### config.mk
export PLATFORM = sky130hd
export DESIGN_NAME = pkt_crc16
export DESIGN_NICKNAME = d
export VERILOG_FILES = /design/src/rtl/pkt_crc16_pkg.sv /design/src/rtl/pkt_crc_contrib.sv /design/src/rtl/pkt_crc_xor_tree.sv /design/src/rtl/pkt_crc_out_stage.sv /design/src/rtl/pkt_crc16.sv
export SDC_FILE = /design/constraint.sdc
export NUM_CORES = 1
export LEC_CHECK = 0
export CORE_ASPECT_RATIO = 0.5
export CORE_MARGIN = 2
export CORE_UTILIZATION = 47
export DETAILED_ROUTE_END_ITERATION = 7
export GPL_TIMING_DRIVEN = 0
export PLACE_DENSITY = 0.69
export SYNTH_ARGS = -nofsm -noshare
export SYNTH_HDL_FRONTEND = slang
export SYNTH_HIERARCHICAL = 1
export SYNTH_SLANG_ARGS = --single-unit
### constraint.sdc
create_clock -name clk_i -period 1.2 [get_ports clk_i]
set_clock_uncertainty 0.2 [all_clocks]
set_input_delay 0.3 -clock clk_i [delete_from_list [all_inputs] [get_ports clk_i]]
set_output_delay 0.3 -clock clk_i [all_outputs]
set_load 0.01 [all_outputs]
### src/rtl/pkt_crc16_pkg.sv
package pkt_crc16_pkg;
  localparam int unsigned CRC_W = 16;
  typedef logic [CRC_W-1:0] crc_t;

  // one reflected shift step with data bit d
  function automatic crc_t crc_bit_step(crc_t c, logic d, crc_t poly);
    crc_t r;
    r = c >> 1;
    if (c[0] ^ d) r = r ^ poly;
    return r;
  endfunction

  // CRC of an all-zero message of nbits bits
  function automatic crc_t crc_zero_msg(int unsigned nbits, crc_t poly, crc_t init, crc_t xout);
    crc_t c;
    c = init;
    for (int unsigned i = 0; i < nbits; i++) c = crc_bit_step(c, 1'b0, poly);
    return c ^ xout;
  endfunction
endpackage

### src/rtl/pkt_crc_contrib.sv
module pkt_crc_contrib
  import pkt_crc16_pkg::*;
#(
  parameter int unsigned NBITS = 424,
  parameter crc_t        POLY  = 16'h8408,
  parameter crc_t        INIT  = 16'hFFFF,
  parameter crc_t        XOUT  = 16'hFFFF
) (
  input  logic [NBITS-1:0] pkt_i,
  output crc_t             leaf_o [NBITS],
  output crc_t             base_o
);
  localparam int unsigned TBL_W = NBITS * CRC_W;

  // contribution of bit j = zero-step map applied (NBITS-1-j) times to POLY
  function automatic logic [TBL_W-1:0] build_tbl();
    logic [TBL_W-1:0] t;
    crc_t c;
    t = '0;
    c = POLY;
    t[(NBITS-1)*CRC_W +: CRC_W] = c;
    for (int j = int'(NBITS) - 2; j >= 0; j--) begin
      c = crc_bit_step(c, 1'b0, POLY);
      t[j*CRC_W +: CRC_W] = c;
    end
    return t;
  endfunction

  localparam logic [TBL_W-1:0] TBL  = build_tbl();
  localparam crc_t             BASE = crc_zero_msg(NBITS, POLY, INIT, XOUT);

  for (genvar i = 0; i < NBITS; i++) begin : g_leaf
    assign leaf_o[i] = pkt_i[i] ? TBL[i*CRC_W +: CRC_W] : '0;
  end

  assign base_o = BASE;
endmodule

### src/rtl/pkt_crc_xor_tree.sv
module pkt_crc_xor_tree
  import pkt_crc16_pkg::*;
#(
  parameter int unsigned N = 424
) (
  input  crc_t leaf_i [N],
  output crc_t root_o
);
  localparam int unsigned LV = (N > 1) ? $clog2(N) : 1;
  localparam int unsigned P  = 1 << LV;

  // heap layout: node[1] root, leaves at node[P..2P-1]
  crc_t node [1:2*P-1];

  for (genvar i = 0; i < P; i++) begin : g_pad
    if (i < N) begin : g_in
      assign node[P+i] = leaf_i[i];
    end else begin : g_zero
      assign node[P+i] = '0;
    end
  end

  for (genvar k = 1; k < P; k++) begin : g_node
    assign node[k] = node[2*k] ^ node[2*k+1];
  end

  assign root_o = node[1];
endmodule

### src/rtl/pkt_crc_out_stage.sv
module pkt_crc_out_stage
  import pkt_crc16_pkg::*;
#(
  parameter bit OUT_REG = 1'b1
) (
  input  logic clk_i,
  input  logic rst_ni,
  input  crc_t crc_i,
  input  logic valid_i,
  output crc_t crc_o,
  output logic valid_o
);
  if (OUT_REG) begin : g_reg
    crc_t crc_q;
    logic vld_q;
    always_ff @(posedge clk_i or negedge rst_ni) begin
      if (!rst_ni) begin
        crc_q <= '0;
        vld_q <= 1'b0;
      end else begin
        vld_q <= valid_i;
        if (valid_i) crc_q <= crc_i;
      end
    end
    assign crc_o   = crc_q;
    assign valid_o = vld_q;
  end else begin : g_comb
    assign crc_o   = crc_i;
    assign valid_o = valid_i;
  end
endmodule

### src/rtl/pkt_crc16.sv
module pkt_crc16
  import pkt_crc16_pkg::*;
#(
  parameter int unsigned PKT_BYTES = 53,
  parameter crc_t        POLY      = 16'h8408,
  parameter crc_t        INIT      = 16'hFFFF,
  parameter crc_t        XOUT      = 16'hFFFF,
  parameter bit          OUT_REG   = 1'b1,
  localparam int unsigned PKT_BITS = PKT_BYTES * 8
) (
  input  logic                clk_i,
  input  logic                rst_ni,
  input  logic [PKT_BITS-1:0] pkt_i,
  input  logic                valid_i,
  output logic [CRC_W-1:0]    crc_o,
  output logic                crc_valid_o
);
  crc_t leaf [PKT_BITS];
  crc_t base;
  crc_t sum;
  crc_t crc_comb;

  pkt_crc_contrib #(
    .NBITS(PKT_BITS), .POLY(POLY), .INIT(INIT), .XOUT(XOUT)
  ) u_contrib (
    .pkt_i  (pkt_i),
    .leaf_o (leaf),
    .base_o (base)
  );

  pkt_crc_xor_tree #(.N(PKT_BITS)) u_tree (
    .leaf_i (leaf),
    .root_o (sum)
  );

  assign crc_comb = sum ^ base;

  pkt_crc_out_stage #(.OUT_REG(OUT_REG)) u_out (
    .clk_i   (clk_i),
    .rst_ni  (rst_ni),
    .crc_i   (crc_comb),
    .valid_i (valid_i),
    .crc_o   (crc_o),
    .valid_o (crc_valid_o)
  );
endmodule

==> results.json <==
{
  "dp_hpwl_um": 184000,
  "clk_pin_slew_ns": 0.05,
  "fillers": 22079,
  "cts.sinks": 17,
  "synth_xor_xnor_area_share": 0.536,
  "rsz0062_at_grt": "true",
  "yosys-top-cells-area": "xnor2_1 (46%), buf_4 (46%), xor2_1 (6.4%), xnor3_1 (0.97%), dfrtp_1 (0.38%)",
  "die_area_um2": 241000,
  "crit_arrival_ns": 3.09,
  "clock.fmax_mhz": 322,
  "multiInputGateArea_um2": 77800,
  "die_y_um": 348,
  "cts_root_buf": "clkbuf_16",
  "seqCellArea_um2": 425,
  "finalNetCount": 17517,
  "synth.most_common_cell": "buf_4",
  "grt_max_degree": 18,
  "p_total_w": 0.181,
  "synth_compound_area_frac": 0,
  "cp_top_family": "XOR/XNOR gates",
  "grt_util_all_layers": 0.169,
  "required_ns": 1.19,
  "seq_area_frac_synth": 0.00382,
  "endpoint_kind": "flip-flop",
  "hold_viol_final": 0,
  "pin_count": 444,
  "yosys_most_used_dff": "dfrtp_1",
  "core_area_um2": 236000,
  "worstMarginPinSlew_ns": 0.782,
  "preCtsSetupSlack_ns": -2.96,
  "ir_drop_uv": 3210,
  "grt_antenna_before_repair": 1,
  "grt_pass1_vias": 66429,
  "antenna_left": 0,
  "grt_pass1_wl_um": 324000,
  "finalNonFillerCells": 20227,
  "post_drt_wl_per_cell_um": 10.1,
  "crit_type": "in2reg",
  "synthArstFlopShare": 1.00,
  "reg2reg_to": "u_out/crc_o[1]",
  "clk_latency_ns": 0.24,
  "syn_area_per_cell_um2": 8.22,
  "startpoint_type": "input port",
  "globalplace.congestion": 0.804,
  "muxShareOfSynthArea": 0.00195,
  "stdcell_area_um2": 134000,
  "synth_top_family_by_area": "XOR/XNOR gates",
  "min_period_ns": 3.10,
  "crit_buf_inv": 1,
  "reg2reg_depth": 3,
  "synth_area_leader_cell": "xnor2_1",
  "synth_simple_gate_area_frac": 0,
  "synthAdderAreaFrac": 0,
  "synth_top_cell_area_share": 0.460,
  "die_x_um": 693,
  "routed_wl_um": 204000,
  "max_stage_delay_ns": 0.59,
  "cap_violations": 0,
  "cts_tree": "yes",
  "r2r_slack_ns": -0.03,
  "cts.path.max_buffers": 2,
  "area_delta_synth_final_pct": 20.3,
  "fp-row-count": 126,
  "start_util": 0.473,
  "port_buffers": 19,
  "synthTopCellsByCount": "buf_4 (6800), xnor2_1 (5856), xor2_1 (816), xnor3_1 (48), dfrtp_1 (17)",
  "yosysWarnings": 6,
  "place_area_um2": 130000,
  "p_leak_nw": 66.5,
  "cpMaxStageDelayCell": "xnor2_2",
  "cp_max_fo": 9,
  "syn-instance-count": 13573,
  "fin_tns_setup_ns": -30.11,
  "maxSlewViolCount": 0,
  "p_per_area_nw_per_um2": 1350,
  "cts_hold_buf": 0,
  "r2r_start": "u_out/crc_o[1]",
  "setup_ws_ns": -1.90,
  "ys_ff_latch": 17,
  "finalCritPeriodShare": 2.59,
  "num_vias": 68400,
  "violations": "setup timing",
  "drt-initial-drc-count": 962,
  "relSlewSlack": 0.479,
  "cts_made_buffers": 3,
  "drive_gt1_frac": 0.437,
  "place_inst": 20202,
  "ctsHtreeMaxLevel": 1,
  "dr.pass1.iters": 5,
  "viasPerCell": 3.38,
  "hold_path.class": "in2async",
  "cp_cell_sequence": "buf_4 -> xor2_1 -> xnor2_1 -> xnor2_2 -> xnor2_2 -> xnor2_1 -> xnor2_1 -> xnor2_2 -> xnor3_2 -> xor2_4 -> mux2_4",
  "synth_edf_count": 0,
  "status": "finished, violations left",
  "drc": 0,
  "gr-total-overflow": 0,
  "setup_viol": 33,
  "syn_area_um2": 112000,
  "synth_cell_types": 11
}
==> flip-flops by register name (all words and copies together) (netlist names) <==
signal / cells
u_out/crc_o: 16
u_out/valid_o: 1
==> placed cells by master (no fill, tap or decap) <==
| cell | n |
|---|---|
| conb_1 | 3476 |
| buf_8 | 1 |
| buf_6 | 165 |
| xnor3_1 | 14 |
| xor2_1 | 785 |
| mux2_4 | 16 |
| clkbuf_1 | 1 |
| xor2_4 | 8 |
| buf_4 | 6656 |
| xnor3_2 | 34 |
| buf_2 | 15 |
| diode_2 | 2 |
| dfrtp_1 | 17 |
| xnor2_1 | 5333 |
| clkbuf_16 | 3 |
| clkdlybuf4s50_1 | 1 |
| xor2_2 | 23 |
| dlygate4sd2_1 | 1 |
| xnor2_4 | 38 |
| buf_12 | 1 |
| xnor2_2 | 501 |
==> worst register-to-register path: stages (launching register included) <==
cell and delay [ns]:
dfrtp_1 0.39, buf_4 0.14, buf_4 0.12, mux2_4 0.26
==> power by group <==
| part | total, W | leakage, nW | internal [W] | switching (W) |
|---|---|---|---|---|
| Combinational | 0.179 | 66.2 | 0.0913 | 0.0882 |
| Clock | 0.000661 | 0.0382 | 0.000450 | 0.000211 |
| Sequential | 0.00113 | 0.199 | 0.000965 | 0.000167 |
==> layout make-up <==
| class | instances | area share |
|---|---|---|
| repair buffers | 38 | 0.00193 |
| plain buffers | 6802 | 0.385 |
| diodes | 2 | 0.0000373 |
| multi-input cells | 10228 | 0.580 |
| flip-flops and latches | 17 | 0.00317 |
| well taps | 3136 | 0.0292 |
| clock buffers | 4 | 0.000587 |
==> worst max path at each step <==
stage,startpoint,to,slack [ns],depth (start not counted)
floorplan,pkt_i[396],u_out/crc_o[14],-1.48,11
global placement,pkt_i[168],u_out/crc_o[6],-2.96,11
detailed placement,pkt_i[147],u_out/crc_o[3],-2.96,11
CTS,pkt_i[311],u_out/crc_o[6],-1.95,11
global route,pkt_i[102],u_out/crc_o[2],-1.98,11
finish,pkt_i[109],u_out/crc_o[6],-1.90,11
==> through the flow <==
step | util | hold WS [ns]
floorplan | - | -0.196
global placement | 0.552 | 0.297
detailed placement | 0.552 | 0.292
CTS | 0.564 | 0.0590
global route | 0.569 | 0.112
finish | 0.569 | 0.0417
==> what timing repair did <==
action,CTS,global route
endpoints found under the setup margin,50,33
pin swaps,189,153
resized for setup,437,164
setup buffers,13,6
endpoints found under the hold margin,0,0
==> metal layers <==
| layer | GRT usage | vias to the layer above | wire (um) |
|---|---|---|---|
| li1 | - | 37511 | - |
| met1 | 0.182 | 30582 | 80600 |
| met2 | 0.365 | 244 | 118000 |
| met3 | 0.00806 | 63 | 3140 |
| met4 | 0.0170 | 0 | 2530 |
| met5 | 0 | - | 0 |
==> cell families (layout without fill, tap and decap cells) <==
logic type / Yosys count / after routing
xor gates and xnor gates: 6736 / 6736
muxes: 16 / 16
buffers and inverters: 6802 / 6844
other: 2 / 3478
DFF: 17 / 17
No activity file was read; power rests on OpenSTA's default activity.
